[src/rtl/tvec_pkg.sv]
// Shared encodings for the test-vector engine.
// Assumes: vector instruction field is two bits wide.
package tvec_pkg;
    typedef enum logic [1:0] {
        OP_NOP  = 2'd0,
        OP_RPT  = 2'd1,
        OP_STOP = 2'd2,
        OP_SPR  = 2'd3
    } op_e;

    typedef enum logic [1:0] {
        ST_IDLE,
        ST_FETCH,
        ST_LOAD,
        ST_RUN
    } st_e;
endpackage

[src/rtl/tvec_ram.sv]
// Single-port-write, single-port-read synchronous vector store.
// Assumes: read data appears one cycle after the read address; no reset on contents.
module tvec_ram #(
    parameter int AW = 4,
    parameter int VW = 27
) (
    input  logic          clk,
    input  logic          we,
    input  logic [AW-1:0] waddr,
    input  logic [VW-1:0] wdata,
    input  logic [AW-1:0] raddr,
    output logic [VW-1:0] rdata
);
    localparam int DEPTH = 1 << AW;

    logic [VW-1:0] mem [DEPTH];

    // Store a word on write and register the read word.
    always_ff @(posedge clk) begin
        if (we) mem[waddr] <= wdata;
        rdata <= mem[raddr];
    end
endmodule

[src/rtl/tvec_tset.sv]
// Timing-set table: period, strobe, clock rise and fall per set.
// Assumes: writes are checked for rise < fall <= strobe < period;
// refused writes leave the table alone and raise a one-cycle error.
module tvec_tset #(
    parameter int NTS      = 4,
    parameter int TSW      = 2,
    parameter int TW       = 8,
    parameter int DEF_PER  = 16,
    parameter int DEF_STB  = 12,
    parameter int DEF_RISE = 2,
    parameter int DEF_FALL = 6
) (
    input  logic           clk,
    input  logic           rst_n,
    input  logic           we,
    input  logic [TSW-1:0] widx,
    input  logic [TW-1:0]  wper,
    input  logic [TW-1:0]  wstb,
    input  logic [TW-1:0]  wrise,
    input  logic [TW-1:0]  wfall,
    output logic           wr_err,
    input  logic [TSW-1:0] rsel,
    output logic [TW-1:0]  rper,
    output logic [TW-1:0]  rstb,
    output logic [TW-1:0]  rrise,
    output logic [TW-1:0]  rfall
);
    logic [TW-1:0] per_q  [NTS];
    logic [TW-1:0] stb_q  [NTS];
    logic [TW-1:0] rise_q [NTS];
    logic [TW-1:0] fall_q [NTS];
    logic          legal;

    // Ordering rule a new set must obey.
    assign legal = (wrise < wfall) && (wfall <= wstb) && (wstb < wper);

    // Load defaults on reset, then accept only legal writes.
    always_ff @(posedge clk) begin
        if (!rst_n) begin
            for (int i = 0; i < NTS; i++) begin
                per_q[i]  <= TW'(DEF_PER);
                stb_q[i]  <= TW'(DEF_STB);
                rise_q[i] <= TW'(DEF_RISE);
                fall_q[i] <= TW'(DEF_FALL);
            end
            wr_err <= 1'b0;
        end else begin
            wr_err <= we && !legal;
            for (int i = 0; i < NTS; i++) begin
                if (we && legal && (widx == TSW'(i))) begin
                    per_q[i]  <= wper;
                    stb_q[i]  <= wstb;
                    rise_q[i] <= wrise;
                    fall_q[i] <= wfall;
                end
            end
        end
    end

    assign rper  = per_q[rsel];
    assign rstb  = stb_q[rsel];
    assign rrise = rise_q[rsel];
    assign rfall = fall_q[rsel];

    for (genvar g = 0; g < NTS; g++) begin : g_chk

        tset_legal_chk: assert property (@(posedge clk) disable iff (!rst_n)
            (rise_q[g] < fall_q[g]) && (fall_q[g] <= stb_q[g]) && (stb_q[g] < per_q[g]));

        tset_refused_chk: assert property (@(posedge clk) disable iff (!rst_n)
            wr_err |-> (per_q[g] == $past(per_q[g]) && stb_q[g] == $past(stb_q[g])));
    end
endmodule

[src/rtl/tvec_seq.sv]
// Playback sequencer: fetches vectors, counts ticks, drives inputs and
// device clock, marks the strobe tick, handles repeats and run end.
// Assumes: timing sets are legal; vector read latency is one cycle.
module tvec_seq
    import tvec_pkg::*;
#(
    parameter int NIN  = 4,
    parameter int NOUT = 4,
    parameter int AW   = 4,
    parameter int TSW  = 2,
    parameter int TW   = 8,
    parameter int CW   = 10,
    parameter int VW   = 27
) (
    input  logic            clk,
    input  logic            rst_n,
    input  logic            start,
    output logic [AW-1:0]   raddr,
    input  logic [VW-1:0]   vword,
    output logic [TSW-1:0]  tsel,
    input  logic [TW-1:0]   tper,
    input  logic [TW-1:0]   tstb,
    input  logic [TW-1:0]   trise,
    input  logic [TW-1:0]   tfall,
    output logic [NIN-1:0]  dut_in,
    output logic            dut_clk,
    output logic            strobe,
    output logic [NOUT-1:0] exp_lvl,
    output logic [NOUT-1:0] exp_care,
    output logic [AW-1:0]   cur_addr,
    output logic            clr,
    output logic            busy,
    output logic            done
);
    localparam int P_DRV  = 0;
    localparam int P_EXP  = NIN;
    localparam int P_CARE = NIN + NOUT;
    localparam int P_SET  = NIN + 2 * NOUT;
    localparam int P_IDX  = P_SET + 1;
    localparam int P_OP   = P_IDX + TSW;
    localparam int P_CNT  = P_OP + 2;
    localparam logic [AW-1:0] LAST = '1;

    st_e            st;
    logic [AW-1:0]  addr;
    logic [TW-1:0]  tick;
    logic [CW-1:0]  left;
    logic [TSW-1:0] cur_ts;
    logic [TW-1:0]  per, stb, rise, fall;
    op_e            op;
    logic           q_set;
    logic [TSW-1:0] q_idx;
    op_e            q_op;
    logic [CW-1:0]  q_cnt;
    logic           last_tick;

    // Field split of the fetched vector word.
    assign q_set = vword[P_SET];
    assign q_idx = vword[P_IDX +: TSW];
    assign q_op  = op_e'(vword[P_OP +: 2]);
    assign q_cnt = vword[P_CNT +: CW];

    assign raddr     = addr;
    assign tsel      = q_set ? q_idx : cur_ts;
    assign last_tick = (tick == per - TW'(1));

    // Playback state machine with tick and repeat counters.
    always_ff @(posedge clk) begin
        if (!rst_n) begin
            st       <= ST_IDLE;
            addr     <= '0;
            tick     <= '0;
            left     <= '0;
            cur_ts   <= '0;
            per      <= '0;
            stb      <= '0;
            rise     <= '0;
            fall     <= '0;
            op       <= OP_NOP;
            dut_in   <= '0;
            exp_lvl  <= '0;
            exp_care <= '0;
            done     <= 1'b0;
        end else begin
            done <= 1'b0;
            case (st)
                ST_IDLE: if (start) begin
                    addr   <= '0;
                    cur_ts <= '0;
                    st     <= ST_FETCH;
                end
                ST_FETCH: st <= ST_LOAD;
                ST_LOAD: begin
                    cur_ts   <= tsel;
                    per      <= tper;
                    stb      <= tstb;
                    rise     <= trise;
                    fall     <= tfall;
                    op       <= q_op;
                    dut_in   <= vword[P_DRV +: NIN];
                    exp_lvl  <= vword[P_EXP +: NOUT];
                    exp_care <= vword[P_CARE +: NOUT];
                    left     <= (q_op == OP_RPT && q_cnt > CW'(1)) ? q_cnt - CW'(1) : '0;
                    tick     <= '0;
                    st       <= ST_RUN;
                end
                default: begin
                    if (last_tick) begin
                        tick <= '0;
                        if (left != '0) begin
                            left <= left - CW'(1);
                        end else if (op == OP_STOP || addr == LAST) begin
                            st   <= ST_IDLE;
                            done <= 1'b1;
                        end else begin
                            addr <= addr + AW'(1);
                            st   <= ST_FETCH;
                        end
                    end else begin
                        tick <= tick + TW'(1);
                    end
                end
            endcase
        end
    end

    assign busy     = (st != ST_IDLE);
    assign clr      = start && (st == ST_IDLE);
    assign dut_clk  = (st == ST_RUN) && (tick >= rise) && (tick < fall);
    assign strobe   = (st == ST_RUN) && (tick == stb);
    assign cur_addr = addr;


    done_pulse_chk: assert property (@(posedge clk) disable iff (!rst_n)
        done |=> !done);

    done_idle_chk: assert property (@(posedge clk) disable iff (!rst_n)
        done |-> !busy);

    clk_low_at_strobe_chk: assert property (@(posedge clk) disable iff (!rst_n)
        strobe |-> !dut_clk);

    tick_in_period_chk: assert property (@(posedge clk) disable iff (!rst_n)
        (st == ST_RUN) |-> (tick < per));

    drive_hold_chk: assert property (@(posedge clk) disable iff (!rst_n)
        (st == ST_RUN && $past(st) == ST_RUN) |-> $stable(dut_in));
endmodule

[src/rtl/tvec_cmp.sv]
// Strobe comparator and result accumulator.
// Assumes: strobe is high for one cycle per play; clr arrives with start.
module tvec_cmp #(
    parameter int NOUT = 4,
    parameter int AW   = 4,
    parameter int FCW  = 16
) (
    input  logic            clk,
    input  logic            rst_n,
    input  logic            clr,
    input  logic            strobe,
    input  logic [NOUT-1:0] dut_out,
    input  logic [NOUT-1:0] exp_lvl,
    input  logic [NOUT-1:0] exp_care,
    input  logic [AW-1:0]   addr,
    output logic            fail,
    output logic [NOUT-1:0] pin_fail,
    output logic [FCW-1:0]  fail_count,
    output logic [AW-1:0]   first_addr,
    output logic            first_valid
);
    logic [NOUT-1:0] mism;
    logic            hit;

    // Mismatch only on compared pins, only at the strobe tick.
    assign mism = exp_care & (dut_out ^ exp_lvl);
    assign hit  = strobe && (|mism);

    // Accumulate sticky results until the next start.
    always_ff @(posedge clk) begin
        if (!rst_n || clr) begin
            fail        <= 1'b0;
            pin_fail    <= '0;
            fail_count  <= '0;
            first_addr  <= '0;
            first_valid <= 1'b0;
        end else if (hit) begin
            fail     <= 1'b1;
            pin_fail <= pin_fail | mism;
            if (fail_count != '1) fail_count <= fail_count + FCW'(1);
            if (!first_valid) begin
                first_valid <= 1'b1;
                first_addr  <= addr;
            end
        end
    end


    fail_sticky_chk: assert property (@(posedge clk) disable iff (!rst_n)
        (fail && !clr) |=> fail);

    first_hold_chk: assert property (@(posedge clk) disable iff (!rst_n)
        (first_valid && !clr) |=> $stable(first_addr));

    count_rise_chk: assert property (@(posedge clk) disable iff (!rst_n)
        !clr |=> (fail_count >= $past(fail_count)));

    pin_mask_grow_chk: assert property (@(posedge clk) disable iff (!rst_n)
        !clr |=> (($past(pin_fail) & ~pin_fail) == '0));
endmodule

[src/rtl/tvec_engine.sv]
// Top of the timed test-vector apply and compare engine.
// Assumes: vector memory and timing sets are written while idle.
module tvec_engine #(
    parameter int NIN      = 4,
    parameter int NOUT     = 4,
    parameter int AW       = 4,
    parameter int NTS      = 4,
    parameter int TW       = 8,
    parameter int CW       = 10,
    parameter int FCW      = 16,
    parameter int DEF_PER  = 16,
    parameter int DEF_STB  = 12,
    parameter int DEF_RISE = 2,
    parameter int DEF_FALL = 6,
    localparam int TSW     = $clog2(NTS),
    localparam int VW      = NIN + 2 * NOUT + 1 + TSW + 2 + CW
) (
    input  logic            clk,
    input  logic            rst_n,
    input  logic            start,
    output logic            busy,
    output logic            done,
    input  logic            vec_we,
    input  logic [AW-1:0]   vec_waddr,
    input  logic [VW-1:0]   vec_wdata,
    input  logic            ts_we,
    input  logic [TSW-1:0]  ts_widx,
    input  logic [TW-1:0]   ts_period,
    input  logic [TW-1:0]   ts_strobe,
    input  logic [TW-1:0]   ts_rise,
    input  logic [TW-1:0]   ts_fall,
    output logic            ts_wr_err,
    output logic [NIN-1:0]  dut_in,
    output logic            dut_clk,
    input  logic [NOUT-1:0] dut_out,
    output logic            cmp_strobe,
    output logic            fail,
    output logic [NOUT-1:0] pin_fail,
    output logic [FCW-1:0]  fail_count,
    output logic [AW-1:0]   first_fail_addr,
    output logic            first_fail_valid
);
    logic [AW-1:0]   raddr, cur_addr;
    logic [VW-1:0]   vword;
    logic [TSW-1:0]  tsel;
    logic [TW-1:0]   tper, tstb, trise, tfall;
    logic [NOUT-1:0] exp_lvl, exp_care;
    logic            clr;

    tvec_ram #(.AW(AW), .VW(VW)) u_ram (
        .clk(clk), .we(vec_we), .waddr(vec_waddr), .wdata(vec_wdata),
        .raddr(raddr), .rdata(vword)
    );

    tvec_tset #(
        .NTS(NTS), .TSW(TSW), .TW(TW), .DEF_PER(DEF_PER), .DEF_STB(DEF_STB),
        .DEF_RISE(DEF_RISE), .DEF_FALL(DEF_FALL)
    ) u_tset (
        .clk(clk), .rst_n(rst_n), .we(ts_we), .widx(ts_widx), .wper(ts_period),
        .wstb(ts_strobe), .wrise(ts_rise), .wfall(ts_fall), .wr_err(ts_wr_err),
        .rsel(tsel), .rper(tper), .rstb(tstb), .rrise(trise), .rfall(tfall)
    );

    tvec_seq #(
        .NIN(NIN), .NOUT(NOUT), .AW(AW), .TSW(TSW), .TW(TW), .CW(CW), .VW(VW)
    ) u_seq (
        .clk(clk), .rst_n(rst_n), .start(start), .raddr(raddr), .vword(vword),
        .tsel(tsel), .tper(tper), .tstb(tstb), .trise(trise), .tfall(tfall),
        .dut_in(dut_in), .dut_clk(dut_clk), .strobe(cmp_strobe),
        .exp_lvl(exp_lvl), .exp_care(exp_care), .cur_addr(cur_addr),
        .clr(clr), .busy(busy), .done(done)
    );

    tvec_cmp #(.NOUT(NOUT), .AW(AW), .FCW(FCW)) u_cmp (
        .clk(clk), .rst_n(rst_n), .clr(clr), .strobe(cmp_strobe),
        .dut_out(dut_out), .exp_lvl(exp_lvl), .exp_care(exp_care),
        .addr(cur_addr), .fail(fail), .pin_fail(pin_fail),
        .fail_count(fail_count), .first_addr(first_fail_addr),
        .first_valid(first_fail_valid)
    );
endmodule

[config.mk]
export PLATFORM = sky130hd
export DESIGN_NAME = tvec_engine
export DESIGN_NICKNAME = d
export VERILOG_FILES = /design/src/rtl/tvec_pkg.sv /design/src/rtl/tvec_ram.sv /design/src/rtl/tvec_tset.sv /design/src/rtl/tvec_seq.sv /design/src/rtl/tvec_cmp.sv /design/src/rtl/tvec_engine.sv
export SDC_FILE = /design/constraint.sdc
export NUM_CORES = 1
export LEC_CHECK = 0
export BUFFER_PORTS_ARGS = -buffer_cell sky130_fd_sc_hd__buf_4
export CAP_MARGIN = 25
export CORE_ASPECT_RATIO = 1.5
export CORE_MARGIN = 1
export CORE_UTILIZATION = 30
export CTS_CLUSTER_DIAMETER = 80
export DETAILED_ROUTE_END_ITERATION = 8
export PLACE_DENSITY = 0.52
export SLEW_MARGIN = 10
export SYNTH_ARGS = -nofsm -noshare
export SYNTH_HDL_FRONTEND = slang
export SYNTH_SLANG_ARGS = --single-unit
[constraint.sdc]
create_clock -name clk -period 4 [get_ports clk]
set_clock_uncertainty 0.2 [all_clocks]
set_input_delay 0 -clock clk [delete_from_list [all_inputs] [get_ports clk]]
set_output_delay 0 -clock clk [all_outputs]
set_load 0.05 [all_outputs]
# Yosys cells after proc, flatten, opt, wreduce, memory -nomap -nowiden
# Memory sizes are Yosys's and may differ from the RTL's. A register that Yosys moved wholly into a read port is not among the register bits.
# Index checks and enable logic that the tools add are counted.
# totals
regBits	67
mem_bits_rw	560
elab_cells	164
memories	5
# mem_list
name	depth	word_bits	read_ports	rd_clocked_by_memory_dff	write_ports	line_no	source
u_ram.mem	16	27	1	1	1	tvec_ram.sv:16	logic [VW-1:0] mem [DEPTH];
u_tset.fall_q	4	8	1	1	4	tvec_tset.sv:31	logic [TW-1:0] fall_q [NTS];
u_tset.per_q	4	8	1	1	4	tvec_tset.sv:28	logic [TW-1:0] per_q [NTS];
u_tset.rise_q	4	8	1	1	4	tvec_tset.sv:30	logic [TW-1:0] rise_q [NTS];
u_tset.stb_q	4	8	1	1	4	tvec_tset.sv:29	logic [TW-1:0] stb_q [NTS];
# op_classes
n_addsub	6
magnitude_cmp	6
eq_ne	16
n_mux	51
n_bitwise	24
reduce_logical	41
# ops
cell	n
two-way mux 8 bit	17
two-way mux 10 bit	3
< comparator 8 bit	3
one-hot mux 10 bit (2 select lines)	1
subtractor 10 x 1 -> 10 bit (second input constant)	2
two-way mux 1 bit	17
adder 16 x 1 -> 16 bit (second input constant)	1
== test 8 bit	2
two-way mux 4 bit	4
inequality test 16 bit (second input constant)	1
bitwise OR 1 bit	16
one-hot mux 8 bit (2 select lines)	1
logical AND 1 bit	14
== test 2 bit (second input constant)	5
> comparator 10 x 1 -> 1 bit (second input constant)	1
two-way mux 2 bit	5
nonzero test 10 bit	1
nonzero test 2 bit	5
adder 8 x 1 -> 8 bit (second input constant)	1
>= comparator 8 bit	1
less-or-equal comparator 8 bit	1
one-hot mux 4 bit (2 select lines)	1
subtractor 8 x 1 -> 8 bit (second input constant)	1
== test 2 x 1 -> 1 bit (second input constant)	3
20 further kinds	37

# Longest topological paths before layout
# logic_depth
depth_word	9
ltp_mapped	10

# Hierarchy
# Synthesis repeated with hierarchy kept, for this count alone.
# unflattened
cells_unflattened	1770
area_unflattened_um2	28562.4
# modules_own_cells
module	instances	cells_each	area_per_inst_um2	seq_area_each_um2
tvec_ram	1	710	16892.5	13513.0
tvec_tset	1	430	6282.3	3863.7
tvec_seq	1	478	4080.2	1461.4
tvec_cmp	1	152	1307.5	500.5

# Worst setup path before layout
# OpenSTA, ideal clock, no wires.
# synth_path
kind	reg2out
start	reg u_seq.tick[1]
end	out dut_clk
arrival_ps	3970
t_required_ps	3800
setup_slack_ps	-170
stages_incl_launch_ff	8
path_cell_list	dfxtp_1 -> ha_1 -> a21o_1 -> a21o_1 -> a211oi_1 -> o21bai_1 -> a21o_1 -> a2111oi_0
# synth_between
elab_chain_cells	3
word_cells_on_any_way	4
cone_classes	order compare (2); reduce/logical (2)
# synth_lines
element	line_no	source
start, declared	tvec_seq.sv:46	logic [TW-1:0] tick;
start signal, assigned	tvec_seq.sv:120	tick <= tick + TW'(1);
>= comparator 8 bit	tvec_seq.sv:129	assign dut_clk = (st == ST_RUN) && (tick >= rise) && (tick < fall);
logical AND 1 bit	tvec_seq.sv:129	
logical AND 1 bit *	tvec_seq.sv:129	
end, declared	tvec_engine.sv:34	output logic dut_clk,
# Mark *: on every way between the ends. The rest lies on a longest branch, timed or not.

# Final worst setup path
# Ends and elaborated chain as after synthesis.

==> summary.md <==
| Metric | Value |
|---|---|
| Placeable core area | `around 0.093 mm^2` |
| Peak supply drop | `roughly 250 uV` |
| # clock sinks | `686` |
| First-pass iteration count of the detailed router | `5` |
| Final ANT Viol Nets | `0` |
| Worst-Skew Late Latency | `approximately 0.62 ns` |
| Wire per inst | `around 22 um` |
| Crit-path slowest cell | `a2111oi_1` |
| Synth warn | `0` |
| Setup crit end kind | `primary output` |
| #FFs+latches synth | `between 600 and 700` |
| # Post-CTS Setup Buffers | `0` |
| P_leak | `between 0.01 and 0.015 uW` |
| Nets | `2041` |
| Distinct cells, synth | `approximately 70` |
| Post-route setup TNS | `0 ns` |
| Starting Density | `30.3%` |
| CP Launch Type | `register` |
| Crit path DAT | `3.42 ns` |
| Worst path required time | `about 3.8 ns` |
| Final Wtd Congestion | `0.776` |
| First-pass GRT wire length | `~100000 um` |
| Fraction of layout cells with a size suffix above 1 | `a little under a quarter` |
| Drc violations | `0` |
| Initial antenna violation count | `3` |
| CP max stage delay | `roughly 0.76 ns` |
| CP Cell Sequence | `ha_1 -> a21o_1 -> a21o_1 -> a211oi_1 -> o21bai_1 -> a21o_1 -> a2111oi_1 -> buf_4` |
| DIE HEIGHT | `approximately 380 um` |
| Post-synth EDFFs | `560` |
| Synth Flop Type | `edfxtp_1` |
| Die area | `roughly 0.095 mm^2` |
| Max_slew headroom | `about two fifths` |
| Clk slew on worst S/H paths | `about 0.06 ns` |
| Post-Place Cell Area | `about 0.031 mm^2` |
| CTS Root Cell | `clkbuf_16` |
| Number of core rows | `roughly 140` |
| HP Class | `input port to register` |
| Register area | `roughly 0.019 mm^2` |
| Switching pwr | `between 4000 and 5000 uW` |
| Final setup viols | `0` |
| Vias | `~15000` |
| Final core occ | `between 30 and 40%` |
| Leading area contributor after synthesis | `edfxtp_1` |
| Area growth, synth to finish | `20.7%` |
| Setup ws final | `0.385 ns` |
| Ports | `around 110` |
| Flop2flop setup slack | `0.60 ns` |
| Vias in the first global route | `16600` |
| Register area share after synthesis | `between 60 and 70%` |
| Period utilization | `approximately nine tenths` |
| CP max FO | `8` |
| Status | `finished, final reports clean` |
| Drt total wl | `70200 um` |
| Max-cap violation count | `0` |
| CP Class | `register to primary output` |
| Synthesized Nets | `~1800` |
| Pint | `12500 uW` |
| Crit path top cell by count | `a21o_1` |
| Avg Inst Size Synth | `about 17 um^2` |
| GRT Total Usage | `approximately 15%` |
| Clock share of power | `approximately two fifths` |
| Multi-input gate area | `between 0.008 and 0.009 mm^2` |
| Final Max Slew Viols | `0` |
| H-tree depth | `3` |
| Netlist Area Pre-Place | `between 0.02 and 0.03 mm^2` |
| Mapped Cells | `between 1500 and 2000` |
| Combinational share of power | `11.8%` |
| DRT iter0 DRCs | `between 900 and 1000` |
| Worst-Margin Slew | `0.923 ns` |
| Asr flop ratio synth | `0%` |
| Synth top area share | `59.6%` |
| Placed wire-length estimate | `42900 um` |
| Die Span X | `252 um` |
| Vias/cell | `4.79` |
| Post-placement setup slack | `about 0.9 ns` |
| CTS Buffer Depth | `3` |
| PwrDens | `between 400 and 500 mW/mm^2` |
| Design area | `0.0341 mm^2` |
| Sw Share | `between 20% and 30%` |
| # diodes | `0` |
| Reg power frac | `49.2%` |
| Unrepaired setup endpoints after global routing | `false` |
| CTS tree | `yes` |
| Crit path time final | `about 3.6 ns` |
| PortBufs | `about 110` |
| Global route overflow | `0` |
| CTS Buf Count | `70` |
| Top cells by area, synth | `edfxtp_1 (60%), mux4_2 (13%), dfxtp_1 (8.9%), ha_1 (2.1%), nor2_1 (1.9%)` |
| FMAX | `about 280 MHz` |
| # fillers | `a little under 9000` |
| Largest net degree at the start of global routing | `47` |
| Fin. Hold Viols | `0` |
[cell usage after synthesis (3+ instances only)]
library cell  number
mux2i_1           53
and2_1             7
clkbuf_1          58
nor3_1            22
and4_1            16
inv_1             57
ha_1              48
o22ai_1            4
a211oi_1           4
o21a_1             5
buf_2              7
nand3_1           26
o31ai_1            3
a21boi_1           3
nand3b_1           5
nor4_1            14
nor2b_1           59
a21oi_1           12
xor2_1            10
buf_1             13
edfxtp_1         560
nand2b_1          29
xnor2_1           36
and3_1            14
nand2_1           59
a21o_1            17
dfxtp_1          126
o211a_1            5
mux4_2           167
o21ai_0           21
or3_1              7
nor2_1           145
nand4_1           12
buf_4              3
a31oi_1            7
[power groups by stage]
stage / combinational, uW / sequential [uW] / clock, uW
2_1_floorplan: 1320 / 8320 / 0
3_3_place_gp: 1870 / 8360 / 0
3_5_place_dp: 1920 / 8370 / 0
4_1_cts: 2010 / 8220 / 6690
5_1_grt: 2170 / 8250 / 6920
6_report: 1980 / 8220 / 6520
[cell type report]
type / instances / area share, %
flip-flops and latches: 686 / 56.8
multi-input cells: 855 / 24.9
repair buffers: 249 / 6.40
clock buffers: 91 / 5.55
well taps: 1251 / 4.59
clock inverters: 39 / 1.13
inverters: 57 / 0.628
[routing by layer]
metal	up-vias	track usage, %	part of all wire [%]
li1	7000	-	-
met1	8080	17.3	40
met2	302	27.6	54
met3	88	2.20	3.6
met4	4	4.47	2.1
met5	-	0	0.028
[registers in the layout (all words and copies together), names as in the netlist, 10 cells and up]
| name | flops |
|---|---|
| u_cmp.fail_count | 16 |
| u_ram.mem | 432 |
| u_ram.rdata | 27 |
| u_seq.left | 10 |
| u_tset.fall_q | 32 |
| u_tset.per_q | 32 |
| u_tset.rise_q | 32 |
| u_tset.stb_q | 32 |
[cell usage in the layout, fill, tap and decap left out, types with 47 or more instances in the layout]
master / n
dfxtp_1: 122
clkbuf_16: 71
mux4_2: 167
buf_4: 151
mux2i_1: 51
edfxtp_1: 560
ha_1: 47
nand2_1: 59
nor2_1: 133
nor2b_1: 59
inv_1: 57
dlygate4sd3_1: 93
[through the flow]
stage	power (uW)	hold slack (ns)	std cells
after floorplan	9630	-0.101	1681
after global placement	10200	0.0889	3002
after detailed placement	10300	0.104	3004
after CTS	16900	0.00123	3227
after global routing	17300	0.0266	3228
final	16700	0.0338	3228
[logic make-up after synthesis]
| family | share of synthesized area (%) |
|---|---|
| DFF | 68.5 |
| and+or+nand+nor | 7.84 |
| muxes | 15.2 |
| buffers and inverters | 1.96 |
| AOI/OAI and AO/OA | 2.90 |
| adders and majority gates | 2.13 |
| xor gates and xnor gates | 1.43 |
[worst max-delay path, delay by kind of cell (launching register included)]
kind	cells	cell delay, ns
AOI/OAI and AO/OA	6	1.63
buffers and inverters	1	0.33
adders and majority gates	1	0.30
DFF	1	0.53
[what timing repair did]
| action | CTS | global route |
|---|---|---|
| hold buffers | 93 | 0 |
| resized for setup | 0 | 0 |
| setup endpoints to repair | 0 | 0 |
| endpoints found under the hold margin | 830 | 0 |
[worst paths after layout]
kind	end	cells past startpoint	start
worst max-delay path	dut_clk	8	u_seq.tick[1]
worst min register to register	u_seq.exp_lvl[1]	2	u_ram.rdata[5]
worst max register to register	u_seq.st[0]	10	u_seq.per[0]
worst min-delay path	u_ram.mem[9][7]	2	vec_wdata[7]
No activity file was read; power rests on OpenSTA's default activity.
